--- config.mk ---
export PLATFORM = sky130hd
export DESIGN_NAME = msb_irq_timer
export DESIGN_NICKNAME = d
export VERILOG_FILES = /design/src/rtl/tmr_pkg.sv /design/src/rtl/tmr_bus_port.sv /design/src/rtl/tmr_counter.sv /design/src/rtl/tmr_irq_flag.sv /design/src/rtl/msb_irq_timer.sv
export SDC_FILE = /design/constraint.sdc
export NUM_CORES = 1
export LEC_CHECK = 0
export ABC_AREA = 1
export BUFFER_PORTS_ARGS = -buffer_cell sky130_fd_sc_hd__buf_2
export CAP_MARGIN = 30
export CORE_MARGIN = 10
export CORE_UTILIZATION = 45
export CTS_CLUSTER_SIZE = 14
export DETAILED_ROUTE_END_ITERATION = 10
export GPL_ROUTABILITY_DRIVEN = 1
export GPL_TIMING_DRIVEN = 1
export HOLD_SLACK_MARGIN = 0.05
export PLACE_DENSITY = 0.74
export SYNTH_ARGS = -nofsm -noshare
export SYNTH_HDL_FRONTEND = slang
export SYNTH_HIERARCHICAL = 1
export SYNTH_SLANG_ARGS = --single-unit
--- constraint.sdc ---
create_clock -name clk -period 1.66 [get_ports clk]
set_clock_uncertainty 0.2 [all_clocks]
set_input_delay 0.166 -clock clk [delete_from_list [all_inputs] [get_ports clk]]
set_output_delay 0.166 -clock clk [all_outputs]
set_load 0.01 [all_outputs]
--- src/rtl/tmr_pkg.sv ---
package tmr_pkg;

    parameter int TMR_DATA_W = 32;
    parameter int TMR_CNT_W  = 15;

    typedef struct packed {
        logic cyc;
        logic stb;
        logic we;
    } tmr_req_t;

    function automatic logic [TMR_DATA_W-1:0] status_word(input logic pending);
        logic [TMR_DATA_W-1:0] w;
        w    = '0;
        w[0] = pending;
        return w;
    endfunction

endpackage

--- src/rtl/tmr_bus_port.sv ---
module tmr_bus_port
    import tmr_pkg::*;
(
    input  logic                  clk,
    input  logic                  rst,
    input  tmr_req_t              req,
    input  logic                  pending,
    output logic                  rd_clear,
    output logic [TMR_DATA_W-1:0] dat_r,
    output logic                  ack
);

    logic accept;

    always_comb begin
        accept   = req.cyc & req.stb & ~ack;
        rd_clear = accept & ~req.we;
    end

    always_ff @(posedge clk) begin
        if (rst) begin
            ack   <= 1'b0;
            dat_r <= '0;
        end else begin
            ack   <= accept;
            dat_r <= accept ? status_word(pending) : '0;
        end
    end

    p_ack_single_r6: assert property (@(posedge clk) disable iff (rst)
        ack |=> !ack);
    p_ack_after_req_r6: assert property (@(posedge clk) disable iff (rst)
        $past(!rst) && ack |-> $past(req.cyc && req.stb));
    p_no_ack_idle_r9: assert property (@(posedge clk) disable iff (rst)
        !(req.cyc && req.stb) |=> !ack);
    p_rdata_upper_zero_r4: assert property (@(posedge clk) disable iff (rst)
        dat_r[TMR_DATA_W-1:1] == '0);

endmodule

--- src/rtl/tmr_counter.sv ---
module tmr_counter #(
    parameter int CNT_W = 15
) (
    input  logic clk,
    input  logic rst,
    input  logic clr_msb,
    output logic msb_now,
    output logic msb_next
);

    localparam int MSB = CNT_W - 1;

    logic [CNT_W-1:0] cnt;
    logic [CNT_W-1:0] cnt_nxt;

    always_comb begin
        cnt_nxt = cnt + 1'b1;
        if (clr_msb) begin
            cnt_nxt[MSB] = 1'b0;
        end
    end

    always_ff @(posedge clk) begin
        if (rst) begin
            cnt <= '0;
        end else begin
            cnt <= cnt_nxt;
        end
    end

    assign msb_now  = cnt[MSB];
    assign msb_next = cnt_nxt[MSB];

    p_low_bits_step_r2: assert property (@(posedge clk) disable iff (rst)
        $past(!rst) |-> cnt[MSB-1:0] == $past(cnt[MSB-1:0]) + 1'b1);
    p_msb_step_r2: assert property (@(posedge clk) disable iff (rst)
        $past(!rst) && !$past(clr_msb) |-> cnt == $past(cnt) + 1'b1);
    p_clear_msb_r5: assert property (@(posedge clk) disable iff (rst)
        clr_msb |=> !cnt[MSB]);

endmodule

--- src/rtl/tmr_irq_flag.sv ---
module tmr_irq_flag (
    input  logic clk,
    input  logic rst,
    input  logic clr,
    input  logic msb_next,
    output logic pending
);

    always_ff @(posedge clk) begin
        if (rst) begin
            pending <= 1'b0;
        end else if (clr) begin
            pending <= 1'b0;
        end else if (msb_next) begin
            pending <= 1'b1;
        end
    end

    p_hold_until_read_r3: assert property (@(posedge clk) disable iff (rst)
        pending && !clr |=> pending);
    p_read_clears_r5: assert property (@(posedge clk) disable iff (rst)
        clr |=> !pending);

endmodule

--- src/rtl/msb_irq_timer.sv ---
module msb_irq_timer
    import tmr_pkg::*;
#(
    parameter int CNT_W = TMR_CNT_W
) (
    input  logic                  clk,
    input  logic                  rst,
    input  logic                  wb_cyc,
    input  logic                  wb_stb,
    input  logic                  wb_we,
    output logic [TMR_DATA_W-1:0] wb_dat_r,
    output logic                  wb_ack,
    output logic                  irq
);

    tmr_req_t req;
    logic     rd_clear;
    logic     msb_now;
    logic     msb_next;
    logic     pending;

    assign req.cyc = wb_cyc;
    assign req.stb = wb_stb;
    assign req.we  = wb_we;

    tmr_bus_port u_port (
        .clk      (clk),
        .rst      (rst),
        .req      (req),
        .pending  (pending),
        .rd_clear (rd_clear),
        .dat_r    (wb_dat_r),
        .ack      (wb_ack)
    );

    tmr_counter #(.CNT_W(CNT_W)) u_cnt (
        .clk      (clk),
        .rst      (rst),
        .clr_msb  (rd_clear),
        .msb_now  (msb_now),
        .msb_next (msb_next)
    );

    tmr_irq_flag u_flag (
        .clk      (clk),
        .rst      (rst),
        .clr      (rd_clear),
        .msb_next (msb_next),
        .pending  (pending)
    );

    assign irq = pending;

    p_irq_on_msb_r3: assert property (@(posedge clk) disable iff (rst)
        msb_now |-> irq);
    p_write_keeps_irq_r7: assert property (@(posedge clk) disable iff (rst)
        irq && wb_cyc && wb_stb && wb_we |=> irq);
    p_clear_wins_r8: assert property (@(posedge clk) disable iff (rst)
        rd_clear |=> !irq && !msb_now);

endmodule

==> results of run 1 <==
## power groups by stage
stage / registers [mW] / logic, mW / clock network, mW
finish: 0.447 / 0.0803 / 0.207
global route: 0.448 / 0.0921 / 0.242
detailed placement: 0.455 / 0.0641 / 0
global placement: 0.454 / 0.0632 / 0
CTS: 0.445 / 0.0720 / 0.222
floorplan: 0.454 / 0.108 / 0
## final timing paths
path / from / endpoint / depth (start not counted)
max reg2reg: u_cnt/cnt[0] / u_flag/pending / 8
max: wb_stb / u_port/ack / 7
min: wb_cyc / u_flag/pending / 8
min reg2reg: u_cnt/cnt[0] / u_cnt/cnt[0] / 1
## kinds of logic after synthesis
group	count (synthesis)	synth area share, %
AO/OA/AOI/OAI	7	3.63
XOR/XNOR	2	1.64
adder cells (fa/ha/maj)	1	1.17
buffers and inverters	52	29.3
flip-flops	18	33.8
other	1	0.351
AND/OR/NAND/NOR	66	30.1
## layout make-up
type | count | area share [%]
tap | 28 | 3.16
timing repair buffer | 13 | 8.14
clock buffer | 3 | 2.03
multi-input combinational | 107 | 46.9
inverter | 20 | 6.78
sequential | 18 | 33.0
## layer usage
layer / vias to the layer above / track usage [%] / share of wire [%]
met2: 24 / 14.9 / 50
met4: 0 / 2.22 / 0.82
met1: 331 / 8.41 / 38
li1: 413 / - / -
met5: - / 0 / 0
met3: 2 / 3.86 / 11
## registers in the layout, indices dropped and copies added, names as in the netlist
signal and flops:
u_port/dat_r 1, u_flag/pending 1, u_port/ack 1, u_cnt/cnt 15
## Yosys cell counts (2+ instances only)
master	instances
xor2_1	2
nor2_2	6
buf_4	31
nand2_1	25
o21ai_0	2
dfxtp_1	18
nand3_2	3
nor3_1	2
nand3_1	3
nor2_1	20
inv_1	19
a21oi_1	4
## per-stage QoR
stage                     hold slack, ns  power (mW)  TNS (ns)
after global routing               0.200       0.783  -0.00217
after floorplan                    0.109       0.562         0
final                              0.150       0.734         0
after global placement             0.241       0.517         0
after detailed placement           0.251       0.519         0
after CTS                          0.144       0.739         0
## timing repair
action,4_1_cts,5_1_grt
endpoints found under the hold margin,10,0
hold buffers,4,0
setup buffers,0,2
gates resized for setup,0,5
setup endpoints to repair,0,3
## worst max-delay path: stages
cell and delay (ns):
dlygate4sd3_1 0.53, buf_2 0.12, nand2_1 0.06, nor2_2 0.04, dlygate4sd3_1 0.56, nand2_2 0.08
inv_1 0.03
==> metrics.yaml, run 1 <==
status:
  status: "finished, final reports clean"
cells_and_area:
  drive_gt1_share_pct: 18.6
  final_common_cell: "conb_1"
  finalInstanceArea_um2: 1110
  fin_cells: 189
  layout_common_cells: "conb_1 (31), nand2_1 (25), nor2_1 (20), inv_1 (19), dfxtp_1 (16)"
  num-nets-final: 169
  multi_input_area_um2: 519
  num_antenna_cells: 0
  utilization_pct: 49.6
  syn_to_final_growth_pct: 3.75
  fillCellCount: 232
  seq_area_um2: 365
route:
  avgRoutedWirePerCell_um: 10.3
  drt-total-wl_um: 1940
  drc: 0
  via_per_inst: 4.07
  vias: 770
  drt_iter0_drc: 20
  dr.pass1.iters: 4
  ant_nets: 0
sta:
  setup_violations: 0
  drv_slew: 0
  period_share_pct: 95.5
  fmax_mhz: 631
  fin_ws_ns: 0.0745
  min_period_ns: 1.59
  hold_viol: 0
global_route:
  grt_max_degree: 11
  grt_pass1_wl_um: 3070
  overflow: 0
  grt.total_usage_pct: 8.25
  grt_pass1_vias: 759
  grt_antenna_before_repair: 0
placed_design:
  placed_cells: 180
  port_buffers: 7
  dp_slack_ns: 0.0543
  placed_area_um2: 1010
  hpwlAfterDp_um: 1620
  gp_congestion: 0.806
cts:
  tritoncts: "done"
  max-clock-path-buffers: 2
  clk_latency_ns: 0.28
  htreeDepth: 1
  clk_pin_slew_ns: 0.09
  cts_sinks: 18
  cts-root-buf: "clkbuf_4"
  numCtsBuffers: 3
synthesis:
  syn-cell-area_um2: 1070
  synth_seq_area_share_pct: 33.8
  synthArstFlopShare_pct: 0
  ys_seq_elements: 18
  synth_area_leaders: "dfxtp_1 (34%), buf_4 (22%), nand2_1 (8.8%)"
  syn_avg_cell_area_um2: 7.26
  ys_warn_count: 6
  synth_edf_count: 0
  synth_cells: 147
  yosysTopAreaCellShare_pct: 33.8
  synth_top_cell_by_area: "dfxtp_1"
  synth.distinct_cells: 24
  synth_ff_type: "dfxtp_1"
critical_path:
  cp_max_fo: 2
  crit_path_start_kind: "input port"
  worst_ep_required_time_ns: 1.65
  arrival_ns: 1.58
  crit_path_end_kind: "flop"
  r2r_slack_ns: 0.12
  worstSetupPathType: "input port to flop"
power:
  p_sw_share_pct: 25.5
  power.internal_mw: 0.546
  sequentialPowerShare_pct: 60.9
  clockPowerShare_pct: 28.1
  power.leakage_nw: 0.520
  powerDensity_nw_per_um2: 662
  peakVddDrop_mv: 0.394
  pwr-share-comb_pct: 11.0
  switchingPower_mw: 0.187
floorplan:
  die_h_um: 68.7
  start_util_pct: 47.8
  ioPinCount: 39
  design.die.area_um2: 4720
  core_region_area_um2: 2230
  die_w_um: 68.7
  placementRows: 17
run:
  drv_cap: 0
worst_hold_path:
  hp-class: "input port to flop"
No activity file was read; power rests on OpenSTA's default activity.
==> run 2: changes to the inputs <==
--- a/config.mk
+++ b/config.mk
@@ -5,7 +5,6 @@
 export SDC_FILE = /design/constraint.sdc
 export NUM_CORES = 1
 export LEC_CHECK = 0
-export ABC_AREA = 1
 export BUFFER_PORTS_ARGS = -buffer_cell sky130_fd_sc_hd__buf_2
 export CAP_MARGIN = 30
 export CORE_MARGIN = 10
==> run 2 against run 1 <==
The flow now finishes with violations (negative setup slack); synthesized cell count is 18% lower; register-to-register slack worse by 0.12 ns; area after synthesis increased by 1.2%; sequential share of layout area fell by 4.3 points; critical path type is now flop to flop; worst hold slack got worse by 0.093 ns; worst setup slack worse by 0.078 ns.
==> metrics.yaml, run 2 <==
status:
  status: "complete, but fails checks"
  violations: "negative setup slack"
route:
  drc: 0
  ant_nets: 0
  via_per_inst: 4.68
  drt_iter0_drc: 15
  dr.pass1.iters: 4
  vias: 819
  avgRoutedWirePerCell_um: 12.4
  drt-total-wl_um: 2170
sta:
  drv_slew: 0
  hold_viol: 0
  hold_slack_ns: 0.0563
  min_period_ns: 1.66
  setup_violations: 1
  period_share_pct: 100
  rsz0062_at_grt: "yes"
  fmax_mhz: 601
  fin_ws_ns: -0.00352
global_route:
  overflow: 0
  grt_antenna_before_repair: 0
  grt.total_usage_pct: 9.13
  grt_max_degree: 23
  grt_pass1_wl_um: 3390
  grt_pass1_vias: 784
power:
  power.leakage_nw: 0.615
  sequentialPowerShare_pct: 55.2
  clockPowerShare_pct: 33.4
  power.internal_mw: 0.602
  pwr-share-comb_pct: 11.3
  powerDensity_nw_per_um2: 622
  peakVddDrop_mv: 0.484
  switchingPower_mw: 0.206
  p_sw_share_pct: 25.5
floorplan:
  die_w_um: 69.0
  design.die.area_um2: 4760
  placementRows: 17
  die_h_um: 69.0
  core_region_area_um2: 2250
  start_util_pct: 47.9
  ioPinCount: 39
cts:
  numCtsBuffers: 3
  cts_sinks: 18
  clk_pin_slew_ns: 0.10
  clk_latency_ns: 0.29
  cts-root-buf: "clkbuf_4"
  max-clock-path-buffers: 2
  htreeDepth: 1
  tritoncts: "done"
synthesis:
  syn_avg_cell_area_um2: 9.00
  yosysMostFrequentCell: "buf_4"
  ys_top_cells_by_count: "buf_4 (31), dfxtp_1 (18), nor2_1 (10), a21oi_1 (6)"
  synth_edf_count: 0
  ys_seq_elements: 18
  synthArstFlopShare_pct: 0
  ys_warn_count: 6
  yosysTopAreaCellShare_pct: 33.4
  synth_seq_area_share_pct: 33.4
  synth_ff_type: "dfxtp_1"
  synth.distinct_cells: 32
  synth_top_cell_by_area: "dfxtp_1"
  synth_cells: 120
  synth_area_leaders: "dfxtp_1 (33%), buf_4 (22%), nor2_1 (3.5%)"
  syn-cell-area_um2: 1080
critical_path:
  arrival_ns: 1.64
  cp_slowest_cell: "dfxtp_2"
  worstSetupPathType: "flop to flop"
  cp_max_fo: 2
  crit_path_cell_trace: "ha_4 > nand2_4 > nor4_4 > mux2_4 > nor2_4 > nor3_2"
  r2r-start: "u_cnt/cnt[1]"
  cp.buffers_inverters: 0
  crit_path_end_kind: "flop"
  worst_ep_required_time_ns: 1.64
  max_stage_delay_ns: 0.37
  crit_family: "simple AND/OR/NAND/NOR gates"
  crit_path_start_kind: "flop"
  crit_start: "u_cnt/cnt[1]"
placed_design:
  gp_congestion: 0.784
  placed_cells: 166
  hpwlAfterDp_um: 1590
  port_buffers: 7
  placed_area_um2: 1150
cells_and_area:
  final_common_cell: "conb_1"
  drive_gt1_share_pct: 35.4
  syn_to_final_growth_pct: 20.2
  fin_cells: 175
  num-nets-final: 154
  finalInstanceArea_um2: 1300
  layout_common_cells: "conb_1 (31), buf_4 (18), dfxtp_1 (10), nor2_1 (9)"
  num_antenna_cells: 0
  largest_reg_flops: 15
  largest-register: "u_cnt/cnt"
worst_hold_path:
  min_from: "rst"
  hp-class: "input port to flop"
run:
  drv_cap: 0
## run 2: through the flow
| stage | util [%] | total power [mW] | setup slack [ns] | setup TNS (ns) |
|---|---|---|---|---|
| after CTS | 55.0 | 0.812 | -0.00347 | -0.00347 |
| after global routing | 57.5 | 0.850 | -0.0655 | -0.104 |
| after detailed placement | 51.1 | 0.533 | 0.00212 | 0 |
| after floorplan | - | 0.564 | 0.00321 | 0 |
| final | 57.5 | 0.807 | -0.00352 | -0.00352 |
| after global placement | 51.1 | 0.531 | 0.0265 | 0 |
## run 2: cells by family (layout without fill, tap and decap cells)
kind of cell,Yosys count,count (layout),synth area share (%)
and+or+nand+nor,44,44,27.1
xor gates and xnor gates,3,3,2.43
adders and majority gates,1,1,1.16
other,1,31,0.347
AOI/OAI and AO/OA,12,12,6.49
DFF,18,18,33.4
muxes,5,5,5.10
buffers and inverters,36,33,24.0
## run 2: metal layers
metal	vias to the layer above	part of all wire, %	GRT usage [%]
met4	0	1.2	3.69
met3	4	7.3	2.42
li1	408	-	-
met5	-	0	0
met2	19	54	15.5
met1	388	38	10.6
## run 2: final timing paths
| check | end | slack, ns | depth (start not counted) |
|---|---|---|---|
| setup / recovery | u_flag/pending | -0.004 | 6 |
| hold / removal | u_cnt/cnt[0] | 0.06 | 2 |
| setup reg to reg | u_flag/pending | -0.004 | 6 |
| hold reg to reg | u_cnt/cnt[14] | 0.30 | 2 |
## run 2: repair_timing
action | CTS | global route
cloned | 0 | 0
pin swaps | 2 | 2
resized for setup | 6 | 11
endpoints found under the setup margin | 2 | 8
hold buffers | 2 | 0
hold endpoints to repair | 2 | 0
buffers inserted | 1 | 2
## run 2: area by class of cell
type                       count  area (um^2)
clock buffer                   4         36.3
fill                         203          957
inverter                       2         7.51
multi-input combinational     96          653
sequential                    18          373
tap                           28         35.0
timing repair buffer          27          193
## run 2: worst register-to-register path, cell delays in order (launching register included)
cell and delay, ns:
dfxtp_2 0.37, ha_4 0.15, nand2_4 0.06, nor4_4 0.32, mux2_4 0.34, nor2_4 0.08
nor3_2 0.04
## run 2: power by group through the flow
stage	sequential [mW]	combinational [mW]	clock [mW]
global placement	0.454	0.0774	0
detailed placement	0.454	0.0785	0
floorplan	0.457	0.107	0
global route	0.447	0.102	0.300
finish	0.446	0.0915	0.270
CTS	0.447	0.0841	0.281
==> run 3: changes to the inputs <==
--- a/config.mk
+++ b/config.mk
@@ -5,16 +5,15 @@
 export SDC_FILE = /design/constraint.sdc
 export NUM_CORES = 1
 export LEC_CHECK = 0
-export BUFFER_PORTS_ARGS = -buffer_cell sky130_fd_sc_hd__buf_2
 export CAP_MARGIN = 30
 export CORE_MARGIN = 10
 export CORE_UTILIZATION = 45
 export CTS_CLUSTER_SIZE = 14
 export DETAILED_ROUTE_END_ITERATION = 10
+export DONT_BUFFER_PORTS = 1
 export GPL_ROUTABILITY_DRIVEN = 1
 export GPL_TIMING_DRIVEN = 1
 export HOLD_SLACK_MARGIN = 0.05
-export PLACE_DENSITY = 0.74
 export SYNTH_ARGS = -nofsm -noshare
 export SYNTH_HDL_FRONTEND = slang
 export SYNTH_HIERARCHICAL = 1
==> run 3 against run 2 <==
The run ends with negative hold slack, negative setup slack left; count of clock-buffer cells in the layout shrank 1; final area up 1.7%; wire length fell by 4.6%; sequential share of layout area shrank 0.49 points; non-clock buffer count is 1 higher; cell count is the same; utilization is 1.0 points higher; worst setup slack is essentially flat; die area unchanged; register-to-register slack hardly changed; critical endpoint unchanged.
==> metrics.yaml, run 3 (synthesis results as in run 2) <==
status:
  status: "complete, but fails checks"
  violations: "negative hold slack, negative setup slack"
cells_and_area:
  num-nets-final: 155
  fillCellCount: 222
  syn_to_final_growth_pct: 22.2
  fin_cells: 175
  layout_common_cells: "conb_1 (31), buf_4 (19), dfxtp_1 (10), nor2_1 (9), dlygate4sd3_1 (9)"
  largest_reg_flops: 15
  final_common_cell: "conb_1"
  num_antenna_cells: 0
  largest-register: "u_cnt/cnt"
  drive_gt1_share_pct: 32.0
placed_design:
  gp_congestion: 0.752
  port_buffers: 0
  dp_slack_ns: -0.0194
  placed_cells: 160
  hpwlAfterDp_um: 1570
power:
  power.leakage_nw: 0.565
  peakVddDrop_mv: 0.501
  powerDensity_nw_per_um2: 566
global_route:
  grt_pass1_wl_um: 3260
  overflow: 0
  grt.total_usage_pct: 8.90
  grt_antenna_before_repair: 0
  grt_max_degree: 23
  grt_pass1_vias: 767
critical_path:
  worst_ep_required_time_ns: 1.65
  crit_path_start_kind: "flop"
  cp_max_fo: 7
  worstSetupPathType: "flop to flop"
  arrival_ns: 1.65
  crit_path_end_kind: "flop"
cts:
  tritoncts: "done"
  cts_sinks: 18
  htreeDepth: 1
  hold_buffers: 9
  clk_pin_slew_ns: 0.10
  clk_latency_ns: 0.29
  max-clock-path-buffers: 2
  numCtsBuffers: 3
  cts-root-buf: "clkbuf_4"
route:
  ant_nets: 0
  drt-total-wl_um: 2070
  dr.pass1.iters: 4
  vias: 804
  drt_iter0_drc: 13
  avgRoutedWirePerCell_um: 11.8
  drc: 0
  via_per_inst: 4.59
sta:
  hold_viol: 12
  fmax_mhz: 601
  setup_violations: 1
  period_share_pct: 100
  min_period_ns: 1.66
  rsz0062_at_grt: "yes"
  hold_slack_ns: -0.272
  drv_slew: 0
  fin_ws_ns: -0.00322
floorplan:
  die_h_um: 69.0
  design.die.area_um2: 4760
  die_w_um: 69.0
  start_util_pct: 47.9
  placementRows: 17
  core_region_area_um2: 2250
  ioPinCount: 39
run:
  drv_cap: 0
worst_hold_path:
  hp-class: "input port to flop"
[run 3: changes by cell type in the layout (fill, tap and decap cells not counted), sizes merged]
cell	delta
dlymetal6s4s	-1
dlygate4sd3	+8
clkbuf	-1
buf	-6
[run 3: final timing paths]
kind,start,to,slack [ns],cells past startpoint
hold reg to reg,u_cnt/cnt[14],u_cnt/cnt[14],0.29,2
hold / removal,rst,u_cnt/cnt[6],-0.27,1
setup / recovery,u_cnt/cnt[0],u_flag/pending,-0.003,6
setup reg to reg,u_cnt/cnt[0],u_flag/pending,-0.003,6
[run 3: per-stage QoR]
step / cell area [um^2] / util (%) / power [mW] / TNS (ns)
floorplan: 1220 / - / 0.564 / 0
global placement: 1120 / 49.9 / 0.520 / 0
detailed placement: 1120 / 49.9 / 0.522 / -0.0378
CTS: 1250 / 55.3 / 0.744 / 0
global route: 1320 / 58.5 / 0.785 / -0.242
finish: 1320 / 58.5 / 0.747 / -0.00322
[run 3: worst max-delay path: stages (launching register included)]
cell,delay (ns)
dfxtp_2,0.36
ha_4,0.17
nand2_8,0.07
nor4_4,0.30
mux2_4,0.34
nor2_4,0.08
nor3_2,0.04
[run 3: repair_timing]
| action | CTS | global route |
|---|---|---|
| gates resized for setup | 3 | 14 |
| endpoints found under the hold margin | 18 | 12 |
| pin swaps | 0 | 3 |
| setup endpoints to repair | 3 | 9 |
| setup buffers | 0 | 3 |
[run 3: cell type report]
class | count | area (um^2) | area share, %
clock buffers | 3 | 22.5 | 1.71
inverters | 2 | 7.51 | 0.569
well taps | 28 | 35.0 | 2.65
repair buffers | 28 | 233 | 17.6
multi-input cells | 96 | 649 | 49.2
flip-flops and latches | 18 | 373 | 28.2
[run 3: where the power goes]
group	internal (mW)	switching, mW	total, mW
Combinational	0.0352	0.0560	0.0911
Clock	0.0842	0.127	0.211
Sequential	0.438	0.00640	0.445
[run 3: layer usage]
metal	routed length [um]	global-route usage (%)	vias up	share of wire, %
li1	-	-	409	-
met4	9	4.43	0	0.43
met1	794	10.0	373	38
met3	165	3.54	2	8.0
met5	0	0	-	0
met2	1100	14.3	20	53
